===== config.mk =====
export PLATFORM = sky130hd
export DESIGN_NAME = inline_flow_ctrl
export DESIGN_NICKNAME = d
export VERILOG_FILES = /design/src/rtl/flow_pkg.sv /design/src/rtl/flow_char_cmp.sv /design/src/rtl/flow_rx_match.sv /design/src/rtl/flow_tx_gen.sv /design/src/rtl/inline_flow_ctrl.sv
export SDC_FILE = /design/constraint.sdc
export NUM_CORES = 1
export LEC_CHECK = 0
export BUFFER_PORTS_ARGS = -buffer_cell sky130_fd_sc_hd__buf_2
export CORE_ASPECT_RATIO = 0.9
export CORE_MARGIN = 5
export CORE_UTILIZATION = 45
export CTS_CLUSTER_DIAMETER = 60
export DETAILED_ROUTE_END_ITERATION = 12
export GPL_TIMING_DRIVEN = 0
export PLACE_DENSITY_LB_ADDON = 0.15
export SLEW_MARGIN = 10
export SYNTH_ARGS = -nofsm -noshare
export SYNTH_HDL_FRONTEND = slang
export SYNTH_SLANG_ARGS = --single-unit

===== constraint.sdc =====
create_clock -name clk -period 3.45 [get_ports clk]
set_clock_uncertainty 0.2 [all_clocks]
set_input_delay 0.345 -clock clk [delete_from_list [all_inputs] [get_ports clk]]
set_output_delay 0.345 -clock clk [all_outputs]
set_load 0.02 [all_outputs]

===== src/rtl/flow_pkg.sv =====
package flow_pkg;

    typedef enum logic [1:0] {
        SEL_OFF  = 2'b00,
        SEL_B    = 2'b01,
        SEL_A    = 2'b10,
        SEL_BOTH = 2'b11
    } pair_sel_e;

    typedef enum logic [1:0] {
        SEQ_IDLE   = 2'b00,
        SEQ_FIRST  = 2'b01,
        SEQ_SECOND = 2'b10
    } ins_seq_e;

    // index of each control character in the compare vector / flag vector
    localparam int IDX_ON_A  = 0;
    localparam int IDX_ON_B  = 1;
    localparam int IDX_OFF_A = 2;
    localparam int IDX_OFF_B = 3;
    localparam int NUM_CODES = 4;

endpackage


===== src/rtl/flow_char_cmp.sv =====
module flow_char_cmp #(
    parameter int CHAR_W = 8,
    parameter int N      = 4
) (
    input  logic [CHAR_W-1:0]         rx_char,
    input  logic [N-1:0][CHAR_W-1:0]  ref_chars,
    output logic [N-1:0]              hit
);
    for (genvar g = 0; g < N; g++) begin : g_cmp
        assign hit[g] = (rx_char == ref_chars[g]);
    end
endmodule


===== src/rtl/flow_rx_match.sv =====
module flow_rx_match
    import flow_pkg::*;
#(
    parameter int CHAR_W = 8
) (
    input  logic                  clk,
    input  logic                  rst_n,
    input  logic                  cfg_en,
    input  logic [1:0]            cfg_sel,
    input  logic                  rx_valid,
    input  logic [CHAR_W-1:0]     rx_char,
    input  logic [NUM_CODES-1:0]  hit,
    input  logic                  stat_rd,
    input  logic                  tx_busy,
    output logic                  out_valid,
    output logic [CHAR_W-1:0]     out_char,
    output logic [NUM_CODES-1:0]  flags,
    output logic                  tx_pause
);
    typedef struct packed {
        logic                 pend_v;
        logic                 pend_off;
        logic [CHAR_W-1:0]    pend_char;
        logic                 flush_v;
        logic [CHAR_W-1:0]    flush_char;
        logic                 out_v;
        logic [CHAR_W-1:0]    out_char;
        logic [NUM_CODES-1:0] flags;
        logic                 pause_req;
        logic                 tx_pause;
    } rx_state_t;

    localparam logic [NUM_CODES-1:0] MASK_A   = 4'b0101;
    localparam logic [NUM_CODES-1:0] MASK_B   = 4'b1010;
    localparam logic [NUM_CODES-1:0] PAIR_ON  = 4'b0011;
    localparam logic [NUM_CODES-1:0] PAIR_OFF = 4'b1100;

    rx_state_t state_q, state_d;

    pair_sel_e            sel_e;
    logic                 active, both, partner, first_hit;
    logic [NUM_CODES-1:0] mask, m_hit;
    logic                 e1_v, e2_v;
    logic [CHAR_W-1:0]    e1_c, e2_c;

    assign sel_e = pair_sel_e'(cfg_sel);

    always_comb begin
        state_d         = state_q;
        state_d.out_v   = 1'b0;
        state_d.flush_v = 1'b0;
        e1_v = 1'b0;  e1_c = '0;
        e2_v = 1'b0;  e2_c = '0;

        active    = cfg_en && (sel_e != SEL_OFF);
        both      = active && (sel_e == SEL_BOTH);
        mask      = (sel_e == SEL_A) ? MASK_A : ((sel_e == SEL_B) ? MASK_B : '1);
        m_hit     = hit & mask;
        first_hit = hit[IDX_ON_A] | hit[IDX_OFF_A];
        partner   = state_q.pend_off ? hit[IDX_OFF_B] : hit[IDX_ON_B];

        if (stat_rd) state_d.flags = '0;

        // a deferred data character always leaves first
        if (state_q.flush_v) begin
            e1_v = 1'b1;
            e1_c = state_q.flush_char;
        end

        // a held first character is released when pairing is no longer in force
        if (state_q.pend_v && !both) begin
            if (!e1_v) begin e1_v = 1'b1; e1_c = state_q.pend_char; end
            else       begin e2_v = 1'b1; e2_c = state_q.pend_char; end
            state_d.pend_v = 1'b0;
        end

        if (rx_valid) begin
            if (!active) begin
                if (!e1_v) begin e1_v = 1'b1; e1_c = rx_char; end
                else       begin e2_v = 1'b1; e2_c = rx_char; end
            end else if (!both) begin
                if (|m_hit) begin
                    state_d.flags = state_d.flags | m_hit;
                    state_d.pause_req = m_hit[IDX_OFF_A] | m_hit[IDX_OFF_B];
                end else begin
                    if (!e1_v) begin e1_v = 1'b1; e1_c = rx_char; end
                    else       begin e2_v = 1'b1; e2_c = rx_char; end
                end
            end else if (state_q.pend_v) begin
                if (partner) begin
                    state_d.flags     = state_d.flags | (state_q.pend_off ? PAIR_OFF : PAIR_ON);
                    state_d.pause_req = state_q.pend_off;
                    state_d.pend_v    = 1'b0;
                end else begin
                    if (!e1_v) begin e1_v = 1'b1; e1_c = state_q.pend_char; end
                    else       begin e2_v = 1'b1; e2_c = state_q.pend_char; end
                    state_d.pend_v = 1'b0;
                    if (first_hit) begin
                        state_d.pend_v    = 1'b1;
                        state_d.pend_char = rx_char;
                        state_d.pend_off  = !hit[IDX_ON_A];
                    end else begin
                        if (!e1_v) begin e1_v = 1'b1; e1_c = rx_char; end
                        else       begin e2_v = 1'b1; e2_c = rx_char; end
                    end
                end
            end else if (first_hit) begin
                state_d.pend_v    = 1'b1;
                state_d.pend_char = rx_char;
                state_d.pend_off  = !hit[IDX_ON_A];
            end else begin
                if (!e1_v) begin e1_v = 1'b1; e1_c = rx_char; end
                else       begin e2_v = 1'b1; e2_c = rx_char; end
            end
        end

        if (!active) state_d.pause_req = 1'b0;

        state_d.out_v = e1_v;
        if (e1_v) state_d.out_char = e1_c;
        state_d.flush_v = e2_v;
        if (e2_v) state_d.flush_char = e2_c;

        // pause only starts between characters, release is immediate
        state_d.tx_pause = state_q.pause_req & (state_q.tx_pause | ~tx_busy);
    end

    always_ff @(posedge clk) begin
        if (!rst_n) state_q <= '0;
        else        state_q <= state_d;
    end

    assign out_valid = state_q.out_v;
    assign out_char  = state_q.out_char;
    assign flags     = state_q.flags;
    assign tx_pause  = state_q.tx_pause;
endmodule


===== src/rtl/flow_tx_gen.sv =====
module flow_tx_gen
    import flow_pkg::*;
#(
    parameter int CHAR_W   = 8,
    parameter int LVL_W    = 8,
    parameter int THR_W    = 4,
    parameter int THR_UNIT = 8
) (
    input  logic                 clk,
    input  logic                 rst_n,
    input  logic                 cfg_en,
    input  logic [1:0]           cfg_sel,
    input  logic [CHAR_W-1:0]    on_a,
    input  logic [CHAR_W-1:0]    on_b,
    input  logic [CHAR_W-1:0]    off_a,
    input  logic [CHAR_W-1:0]    off_b,
    input  logic [THR_W-1:0]     halt_lvl,
    input  logic [THR_W-1:0]     resume_lvl,
    input  logic [LVL_W-1:0]     level,
    input  logic                 ins_ack,
    output logic                 ins_req,
    output logic [CHAR_W-1:0]    ins_char
);
    localparam int THR_SHIFT = $clog2(THR_UNIT);
    localparam int CMP_W     = (LVL_W > THR_W + THR_SHIFT) ? LVL_W : THR_W + THR_SHIFT;

    typedef struct packed {
        ins_seq_e          st;
        logic              halted;
        logic              two;
        logic [CHAR_W-1:0] c0;
        logic [CHAR_W-1:0] c1;
    } tx_state_t;

    tx_state_t state_q, state_d;

    pair_sel_e        sel_e;
    logic [CMP_W-1:0] lvl_x, halt_w, res_w;
    logic             go;

    assign sel_e  = pair_sel_e'(cfg_sel);
    assign lvl_x  = CMP_W'(level);
    assign halt_w = CMP_W'(halt_lvl) << THR_SHIFT;
    assign res_w  = CMP_W'(resume_lvl) << THR_SHIFT;

    always_comb begin
        state_d = state_q;
        go      = cfg_en && (sel_e != SEL_OFF);
        unique case (state_q.st)
            SEQ_IDLE: begin
                if (go && !state_q.halted && (lvl_x >= halt_w)) begin
                    state_d.halted = 1'b1;
                    state_d.st     = SEQ_FIRST;
                    state_d.two    = (sel_e == SEL_BOTH);
                    state_d.c0     = (sel_e == SEL_B) ? off_b : off_a;
                    state_d.c1     = off_b;
                end else if (go && state_q.halted && (lvl_x <= res_w)) begin
                    state_d.halted = 1'b0;
                    state_d.st     = SEQ_FIRST;
                    state_d.two    = (sel_e == SEL_BOTH);
                    state_d.c0     = (sel_e == SEL_B) ? on_b : on_a;
                    state_d.c1     = on_b;
                end
            end
            SEQ_FIRST: begin
                if (ins_ack) state_d.st = state_q.two ? SEQ_SECOND : SEQ_IDLE;
            end
            SEQ_SECOND: begin
                if (ins_ack) state_d.st = SEQ_IDLE;
            end
            default: state_d.st = SEQ_IDLE;
        endcase
    end

    always_ff @(posedge clk) begin
        if (!rst_n) state_q <= '0;
        else        state_q <= state_d;
    end

    assign ins_req  = (state_q.st != SEQ_IDLE);
    assign ins_char = (state_q.st == SEQ_SECOND) ? state_q.c1 : state_q.c0;
endmodule


===== src/rtl/inline_flow_ctrl.sv =====
module inline_flow_ctrl
    import flow_pkg::*;
#(
    parameter int CHAR_W     = 8,
    parameter int FIFO_DEPTH = 128,
    parameter int THR_W      = 4,
    parameter int THR_UNIT   = 8,
    localparam int LVL_W     = $clog2(FIFO_DEPTH + 1)
) (
    input  logic                  clk,
    input  logic                  rst_n,
    input  logic                  cfg_sw_en,
    input  logic [1:0]            cfg_rx_pairs,
    input  logic [1:0]            cfg_tx_pairs,
    input  logic [CHAR_W-1:0]     cfg_on_a,
    input  logic [CHAR_W-1:0]     cfg_on_b,
    input  logic [CHAR_W-1:0]     cfg_off_a,
    input  logic [CHAR_W-1:0]     cfg_off_b,
    input  logic [THR_W-1:0]      cfg_halt_lvl,
    input  logic [THR_W-1:0]      cfg_resume_lvl,
    input  logic                  rx_valid,
    input  logic [CHAR_W-1:0]     rx_char,
    input  logic [LVL_W-1:0]      rx_fifo_level,
    input  logic                  stat_rd,
    input  logic                  tx_busy,
    input  logic                  ins_ack,
    output logic                  rx_out_valid,
    output logic [CHAR_W-1:0]     rx_out_char,
    output logic [NUM_CODES-1:0]  stat_flags,
    output logic                  tx_pause,
    output logic                  ins_req,
    output logic [CHAR_W-1:0]     ins_char
);
    logic [NUM_CODES-1:0][CHAR_W-1:0] codes;
    logic [NUM_CODES-1:0]             hit;

    assign codes[IDX_ON_A]  = cfg_on_a;
    assign codes[IDX_ON_B]  = cfg_on_b;
    assign codes[IDX_OFF_A] = cfg_off_a;
    assign codes[IDX_OFF_B] = cfg_off_b;

    flow_char_cmp #(.CHAR_W(CHAR_W), .N(NUM_CODES)) u_cmp (
        .rx_char   (rx_char),
        .ref_chars (codes),
        .hit       (hit)
    );

    flow_rx_match #(.CHAR_W(CHAR_W)) u_rx (
        .clk       (clk),
        .rst_n     (rst_n),
        .cfg_en    (cfg_sw_en),
        .cfg_sel   (cfg_rx_pairs),
        .rx_valid  (rx_valid),
        .rx_char   (rx_char),
        .hit       (hit),
        .stat_rd   (stat_rd),
        .tx_busy   (tx_busy),
        .out_valid (rx_out_valid),
        .out_char  (rx_out_char),
        .flags     (stat_flags),
        .tx_pause  (tx_pause)
    );

    flow_tx_gen #(
        .CHAR_W   (CHAR_W),
        .LVL_W    (LVL_W),
        .THR_W    (THR_W),
        .THR_UNIT (THR_UNIT)
    ) u_tx (
        .clk        (clk),
        .rst_n      (rst_n),
        .cfg_en     (cfg_sw_en),
        .cfg_sel    (cfg_tx_pairs),
        .on_a       (cfg_on_a),
        .on_b       (cfg_on_b),
        .off_a      (cfg_off_a),
        .off_b      (cfg_off_b),
        .halt_lvl   (cfg_halt_lvl),
        .resume_lvl (cfg_resume_lvl),
        .level      (rx_fifo_level),
        .ins_ack    (ins_ack),
        .ins_req    (ins_req),
        .ins_char   (ins_char)
    );
endmodule


==> After elaboration in Yosys (flattened, before gate mapping) <==
Index checks and enable logic that the tools add are counted.
{ "totals": {"out_inout_bits": 23, "regBits": 54, "input_bits": 67} }
{ "classes": {"n_mux": 83, "reduce_logical": 25, "n_lt_le_gt_ge": 2, "n_eq_ne": 17, "bitwise": 8} }
{ "ops": {"columns": ["operator", "count"], "rows": [
  ["$mux 8", 30],
  ["$mux 10", 6],
  ["$mux 20", 2],
  ["$eq 8x8->1", 4],
  ["$mux 1", 30],
  ["$mux 5", 6],
  ["$reduce_bool 2->1", 7],
  ["$mux 4", 3],
  ["$mux 9", 1],
  ["$eq 2x2->1 const B", 4],
  ["$ge 8x7->1", 1],
  ["$le 8x7->1", 1],
  ["$logic_and 1x1->1", 8],
  ["$ne 2x2->1 const B", 4],
  ["$or 4x4->4", 2],
  ["$eq 2x1->1 const B", 3],
  ["$mux 2", 3],
  ["$pmux 2 s3", 1],
  ["$reduce_and 6->1", 1],
  ["$reduce_and 5->1", 1],
  ["$and 4x4->4", 1],
  ["$reduce_and 2->1", 2],
  ["$reduce_or 4->1", 1],
  ["$logic_not 1->1", 3],
  ["other kinds (8)", 10]
]} }

==> Longest topological paths before layout <==
Gate-level depths: netlist of run 1.
{ "depth": {"ltp_word": 14, "ltp_mapped": 12, "mapped_depth_nobuf": 10} }

==> Cells and area by module <==
From an unflattened synthesis of run 1, not the netlist that was laid out.
{ "hier_totals": {"cells_unflattened": 449, "hier_area_um2": 3951.3} }
{ "modules_own_cells": {"columns": ["module", "cells_per_inst", "area_each_um2", "instances"], "rows": [
  ["flow_rx_match", 242, 2025.7, 1],
  ["flow_tx_gen", 155, 1510.2, 1],
  ["flow_char_cmp", 52, 415.4, 1]
]} }

==> Worst setup path before layout of run 1 <==
No wires, ideal clock.
{ "synth_timing": {"path_type": "input to register", "start": "input port rx_fifo_level[3]", "end": "register u_tx.state_q[15] (netlist bit)", "cell_stages": 11, "n_path_buf": 1, "required_time_ps": 3122, "setup_ps": 128, "setup_slack_ps": 646, "arrival_ps": 2476, "cell_sequence": "inv_1 -> ha_1 -> or4b_1 -> a21boi_1 -> o21a_1 -> o21ai_2 -> a211oi_4 -> buf_4 -> mux4_2 -> mux2i_1 -> nor2_1"} }
{ "synth_between": {"elab_chain_cells": 4} }
{ "synth_lines": {"columns": ["item", "line_no", "source"], "rows": [
  ["start, declared", "inline_flow_ctrl.sv:23", "input logic [LVL_W-1:0] rx_fifo_level,"],
  ["$le 8x7->1 or $ge 8x7->1 (tied branches)", "flow_tx_gen.sv:57, flow_tx_gen.sv:51", null],
  ["$logic_and 1x1->1, on equally long branches", "flow_tx_gen.sv:57, flow_tx_gen.sv:51", null],
  ["$reduce_bool 2->1 (no line)", null, null],
  ["$reduce_and 2->1 (no line)", null, null],
  ["end signal, assigned", "flow_tx_gen.sv:77", "else state_q <= state_d;"],
  ["end, declared", "flow_tx_gen.sv:35", "tx_state_t state_q, state_d;"]
]} }
Parallel ways exist; a longest one is shown, timed or not.
A chain may end at the register's enable or synchronous reset.

==> Worst setup path in the final report of run 1 <==
{ "layout_timing": {"start": "input port rx_char[2]", "end": "register u_rx.state_q (netlist bit u_rx.out_char[7])"} }
{ "layout_between": {"elab_chain_cells": 8} }
{ "layout_lines": {"columns": ["item", "line_no", "source"], "rows": [
  ["start, declared", "inline_flow_ctrl.sv:22", "input logic [CHAR_W-1:0] rx_char,"],
  ["$eq 8x8->1", "flow_char_cmp.sv:10", "assign hit[g] = (rx_char == ref_chars[g]);"],
  ["$or 1x1->1", "flow_rx_match.sv:59", "first_hit = hit[IDX_ON_A] | hit[IDX_OFF_A];"],
  ["$mux 8 or $mux 1 (tied branches)", "flow_rx_match.sv:98", "if (first_hit) begin"],
  ["$mux 8 or $mux 1 (tied branches)", "flow_rx_match.sv:90", "if (partner) begin"],
  ["$mux 8 or $mux 1 (tied branches)", "flow_rx_match.sv:89", "end else if (state_q.pend_v) begin"],
  ["$mux 8 or $mux 1 (tied branches)", "flow_rx_match.sv:81", "end else if (!both) begin"],
  ["$mux 8 or $mux 1 (tied branches)", "flow_rx_match.sv:78", "if (!active) begin"],
  ["$mux 8 or $mux 1 (tied branches)", "flow_rx_match.sv:77", "if (rx_valid) begin"],
  ["end signal, assigned", "flow_rx_match.sv:130", "else state_q <= state_d;"],
  ["end, declared", "flow_rx_match.sv:38", "rx_state_t state_q, state_d;"]
]} }
Parallel ways exist; a longest one is shown, timed or not.

==> results of run 1 <==
-- critical path, delay by kind of cell --
family                    cells  cell delay [ps]
AOI/OAI and AO/OA             5             1640
xor gates and xnor gates      1              260
buffers and inverters         1              170
and+or+nand+nor               2              550
-- final cells by class --
cell class / instances / area share (%)
clock buffers: 8 / 2.345
well taps: 119 / 3.172
multi-input cells: 362 / 55.62
flip-flops and latches: 54 / 23.03
plain buffers: 43 / 5.384
repair buffers: 82 / 8.849
inverters: 20 / 1.599
-- registers in the layout (all words and copies together) (netlist names) --
signal          count
u_rx.state_q       20
u_tx.state_q       20
u_rx.out_char       8
u_rx.flags          4
u_rx.out_valid      1
u_rx.tx_pause       1
-- power by group through the flow --
stage | sequential, mW | combinational [mW] | clock (mW)
after floorplan | 0.683 | 0.261 | 0
after global placement | 0.685 | 0.381 | 0
after detailed placement | 0.687 | 0.386 | 0
after CTS | 0.673 | 0.389 | 0.418
after global routing | 0.677 | 0.426 | 0.443
final | 0.673 | 0.389 | 0.412
-- cells by family (layout without fill, tap and decap cells) --
group / after synthesis / in the layout
compound gates: 149 / 149
simple gates: 130 / 130
buf+inv: 63 / 153
flops: 54 / 54
mux: 43 / 43
xor+xnor: 32 / 32
fa+ha+maj: 8 / 8
-- metrics by stage --
step | instances | utilization (%) | hold WS, ps
2_1_floorplan | 479 | - | 212.3
4_1_cts | 688 | 54.28 | 141.8
6_report | 688 | 54.28 | 139.9
3_5_place_dp | 679 | 52.89 | 243.2
5_1_grt | 688 | 54.28 | 132.4
3_3_place_gp | 679 | 52.89 | 233.7
-- per-layer routing --
layer | up-vias | track usage (%) | wire length, µm
li1 | 1934 | - | -
met1 | 1929 | 33.27 | 5697
met2 | 167 | 39.28 | 5997
met3 | 10 | 3.699 | 926
met4 | 0 | 4.027 | 124
met5 | - | 0 | 0
-- cell usage in the layout, fill, tap and decap left out, types with 15 or more instances in the layout --
master / instances
xnor2_1: 32
buf_2: 90
clkbuf_1: 16
inv_1: 19
nand2_1: 26
nor2_1: 39
o21ai_0: 21
dfxtp_1: 54
nand3_1: 15
a21oi_1: 41
mux2i_1: 26
-- how the worst min path moves through the flow --
stage	startpoint	end	slack, ps	depth (start not counted)
after global placement	u_rx.tx_pause	u_rx.tx_pause	230	2
final	rst_n	u_rx.state_q[16]	140	3
after global routing	rst_n	u_rx.state_q[15]	130	3
after CTS	rst_n	u_rx.state_q[15]	140	3
after floorplan	u_rx.state_q[1]	u_rx.tx_pause	210	2
after detailed placement	u_rx.tx_pause	u_rx.tx_pause	240	2
==> flow_summary.json, run 1 <==
{
  "status": "finished, final reports clean",
  "cts-resized-gates": 0,
  "clock_latency_ps": 300,
  "endpoint_kind": "flip-flop",
  "avgSynthCellArea_um2": 8.393,
  "grt_usage_pct": 23.82,
  "p_sw_mw": 0.4416,
  "synth_nets": 554,
  "finalSetupTns_ps": 0,
  "first_iter_violations": 248,
  "yosysSeqAreaShare_pct": 26.89,
  "reg2reg_depth": 7,
  "place_hpwl_mm": 9.772,
  "totalWireLength_mm": 12.75,
  "rsz0062_at_grt": "no",
  "grt_pass1_vias": 3967,
  "drive_above_1_share_pct": 23.90,
  "synth_edf_count": 0,
  "synth.most_common_cell": "dfxtp_1",
  "cts_tree": "done",
  "antenna_found_initial": 0,
  "reg2reg_slack_ps": 880,
  "synth_adder_area_share_pct": 2.490,
  "vias": 4040,
  "antenna_cells": 0,
  "clk_pin_slew_ps": 100,
  "setup_viol": 0,
  "dieHeight_um": 99.67,
  "arrival_ps": 2960,
  "netlist_area_um2": 4020,
  "synth_cells": 479,
  "power_leakage_nw": 1.958,
  "power_frac_clock_pct": 28.0,
  "synth_commonest_cells": "dfxtp_1 (54), a21oi_1 (41), nor2_1 (39)",
  "cts.hold.buffers_added": 1,
  "postCtsSetupRepairBufs": 0,
  "finalCritPeriodShare_pct": 86.67,
  "multi_input_area_um2": 2611,
  "coreArea_um2": 8648,
  "synth_top_family_by_area": "compound AO/OA/AOI/OAI gates",
  "portBuffers": 81,
  "detail-route-antenna-nets": 0,
  "drc_errors": 0,
  "grt_max_degree": 16,
  "place_ws_ps": 212.7,
  "wl_per_cell_um": 18.53,
  "final_area_um2": 4695,
  "cts_htree_levels": 2,
  "tightestPinTransition_ps": 1002,
  "cp_cell_sequence": "buf_2 -> xnor2_1 -> nand4_1 -> nor2_1 -> o21ai_0 -> a21oi_1 -> o21ai_0 -> a221oi_1 -> a21oi_1",
  "hold_viol": 0,
  "max_freq_mhz": 334.4,
  "grt_pass1_wl_mm": 20.65,
  "synth_area_leaders": "dfxtp_1 (27%), xnor2_1 (7.0%), mux2i_1 (6.5%)",
  "finalWorstSetupSlack_ps": 459.8,
  "cp-startpoint": "rx_char[2]",
  "synth_warnings": 0,
  "ys_seq_elements": 54,
  "pwr-share-seq_pct": 45.7,
  "area_growth_pct": 16.78,
  "start_util_pct": 46.48,
  "synthMuxAreaShare_pct": 14.04,
  "comb_power_share_pct": 26.4,
  "synth_xor_area_share_pct": 6.972,
  "viasPerCell": 5.872,
  "synth.top_cell.area_share_pct": 26.89,
  "grt_overflow": 0,
  "cp_slowest_cell": "a21oi_1",
  "die_x_um": 109.6,
  "cts-root-buf": "clkbuf_8",
  "seq_area_um2": 1081,
  "timing.slew.headroom_pct": 32.92,
  "die_area_um2": 10930,
  "yosysTopAreaCell": "dfxtp_1",
  "synth_compound_area_share_pct": 25.40,
  "crit_path_start_kind": "input port",
  "ys_types": 67,
  "layout.nets": 643,
  "fin_crit_ps": 2990,
  "path_class": "in -> reg",
  "clock_path_buffers": 2,
  "globalplace.congestion": 0.9399,
  "post_dp_cell_area_um2": 4574,
  "dr.pass1.iters": 5,
  "vdd_ir_drop_max_mv": 0.1739,
  "swShare_pct": 29.97,
  "r2r-start": "u_rx.state_q[23]",
  "rows": 32,
  "ys.flop_type": "dfxtp_1",
  "power.density_nw_per_um2": 313.8,
  "hold_class": "in -> reg",
  "num-fill-cells": 858,
  "cts_sinks": 54,
  "slew_violations": 0,
  "cap_violations": 0,
  "r2r_end": "u_rx.out_char[7]",
  "cp.required_ps": 3420,
  "pin_count": 90,
  "synth-simple-area-share_pct": 16.06,
  "critPathMaxStageDelay_ps": 690,
  "synthArstFlopShare_pct": 0,
  "power.total_mw": 1.473,
  "critPathCapture": "u_rx.out_char[7]",
  "cts_buffers": 5,
  "intPower_mw": 1.032,
  "crit_fanout": 9
}
No activity file was read; power rests on OpenSTA's default activity.
==> run 2: changes to the inputs <==
--- a/config.mk
+++ b/config.mk
@@ -6,9 +6,11 @@
 export NUM_CORES = 1
 export LEC_CHECK = 0
 export BUFFER_PORTS_ARGS = -buffer_cell sky130_fd_sc_hd__buf_2
+export CELL_PAD_IN_SITES_DETAIL_PLACEMENT = 0
+export CELL_PAD_IN_SITES_GLOBAL_PLACEMENT = 1
 export CORE_ASPECT_RATIO = 0.9
 export CORE_MARGIN = 5
-export CORE_UTILIZATION = 45
+export CORE_UTILIZATION = 41
 export CTS_CLUSTER_DIAMETER = 60
 export DETAILED_ROUTE_END_ITERATION = 12
 export GPL_TIMING_DRIVEN = 0
==> flow_summary.json, run 2 (synthesized netlist as in run 1, its figures left out) <==
{
  "clock_latency_ps": 320,
  "dr.pass1.iters": 4,
  "pin_count": 90,
  "path_class": "in -> reg",
  "crit_path_start_kind": "input port",
  "finalCritPeriodShare_pct": 85.55,
  "viasPerCell": 5.738,
  "setup_viol": 0,
  "num-fill-cells": 1007,
  "grt_max_degree": 18,
  "timing.slew.headroom_pct": 39.88,
  "die_x_um": 114.4,
  "dieHeight_um": 103.9,
  "max_freq_mhz": 338.8,
  "post_dp_cell_area_um2": 4583,
  "whs_path_depth": 3,
  "crit_fanout": 9,
  "rows": 34,
  "hold_class": "in -> reg",
  "globalplace.congestion": 0.9624,
  "layout.cells.most_common": "buf_2",
  "wl_per_cell_um": 18.48,
  "rsz0062_at_grt": "no",
  "r2r-start": "u_rx.state_q[23]",
  "grt_usage_pct": 21.76,
  "cap_violations": 0,
  "cts_sinks": 54,
  "reg2reg_slack_ps": 820,
  "postCtsSetupRepairBufs": 0,
  "tightestPinTransition_ps": 898.5,
  "detail-route-antenna-nets": 0,
  "grt_overflow": 0,
  "arrival_ps": 2940,
  "cts_tree": "done",
  "critPathMaxStageDelay_ps": 700,
  "vdd_ir_drop_max_mv": 0.1614,
  "grt_pass1_vias": 4009,
  "hold_slack_ps": 97.97,
  "cp_cell_sequence": "buf_2 -> xnor2_1 -> nand4_1 -> nor2_1 -> o21ai_0 -> a21oi_1 -> o21ai_0 -> a221oi_1 -> a21oi_1",
  "cts_htree_levels": 2,
  "coreArea_um2": 9614,
  "cp.required_ps": 3430,
  "die_area_um2": 11890,
  "drive_above_1_share_pct": 23.90,
  "min_to": "u_rx.state_q[15]",
  "antenna_cells": 0,
  "status": "finished, final reports clean",
  "vias": 3988,
  "portBuffers": 81,
  "first_iter_violations": 371,
  "hp-start": "rst_n",
  "clock_path_buffers": 2,
  "drc_errors": 0,
  "mostFrequentLayoutCells": "buf_2 (90), dfxtp_1 (54), a21oi_1 (41)",
  "cp_slowest_cell": "a21oi_1",
  "grt_pass1_wl_mm": 20.85,
  "clk_pin_slew_ps": 100,
  "fin_crit_ps": 2952,
  "start_util_pct": 41.81,
  "endpoint_kind": "flip-flop",
  "area_growth_pct": 16.74,
  "cts-root-buf": "clkbuf_8",
  "hold_viol": 0,
  "cts_buffers": 5,
  "power_leakage_nw": 1.952,
  "final_area_um2": 4693,
  "finalSetupTns_ps": 0,
  "antenna_found_initial": 0,
  "reg2reg_depth": 7,
  "layout.nets": 643,
  "power.density_nw_per_um2": 309.7,
  "totalWireLength_mm": 12.85,
  "place_hpwl_mm": 9.907,
  "slew_violations": 0,
  "r2r_end": "u_rx.out_char[7]"
}
-- run 2: cell count changes in the layout (fill, tap and decap cells not counted), sizes merged --
cell / change
clkinv: +2
clkbuf: -2
-- run 2: timing repair --
action / 4_1_cts / 5_1_grt
hold endpoints to repair: 1 / 0
resized for setup: 0 / 0
hold buffers: 1 / 0
-- run 2: per-stage QoR --
step                      util, %  std cells  power (mW)  setup slack, ps
after CTS                   48.82        695       1.471            538.8
after floorplan                 -        479      0.9435            646.2
after global routing        48.82        695       1.529            311.8
after detailed placement    47.67        686       1.072            196.0
after global placement      47.67        686       1.066            251.2
final                       48.82        695       1.453            498.4
-- run 2: worst max-delay path by stage --
stage                      from               end  slack [ps]
3_3_place_gp   rx_fifo_level[3]  u_tx.state_q[15]         250
2_1_floorplan  rx_fifo_level[3]  u_tx.state_q[15]         650
5_1_grt              rx_char[6]  u_rx.out_char[7]         310
4_1_cts        rx_fifo_level[3]  u_tx.state_q[15]         540
3_5_place_dp   rx_fifo_level[3]  u_tx.state_q[15]         200
6_report             rx_char[6]  u_rx.out_char[7]         500
-- run 2: layout make-up --
type,count,area [µm²],area share (%)
buffer,43,252.7,5.385
timing repair buffer,82,415.4,8.851
multi-input combinational,362,2611,55.64
clock inverter,2,17.52,0.3732
tap,126,157.7,3.359
inverter,20,75.07,1.600
clock buffer,6,82.58,1.760
sequential,54,1081,23.03
-- run 2: power breakdown --
group          internal (mW)  total, mW  switching, mW
registers              0.655      0.672         0.0169
logic                  0.173      0.390          0.217
clock network          0.166      0.391          0.226
total                  0.994       1.45          0.459
-- run 2: worst max-delay path: cells and delay by family --
family | cells | cell delay, ps
AO/OA/AOI/OAI | 5 | 1640
XOR/XNOR | 1 | 160
buffers and inverters | 1 | 230
AND/OR/NAND/NOR | 2 | 560
-- run 2: routing by layer --
metal  wire, µm  vias to the layer above  track usage [%]
met3        828                       12            3.432
met4        139                        0            5.852
met2       5758                      147            33.65
met5          0                        -                0
met1       6120                     1891            31.24
li1           -                     1938                -
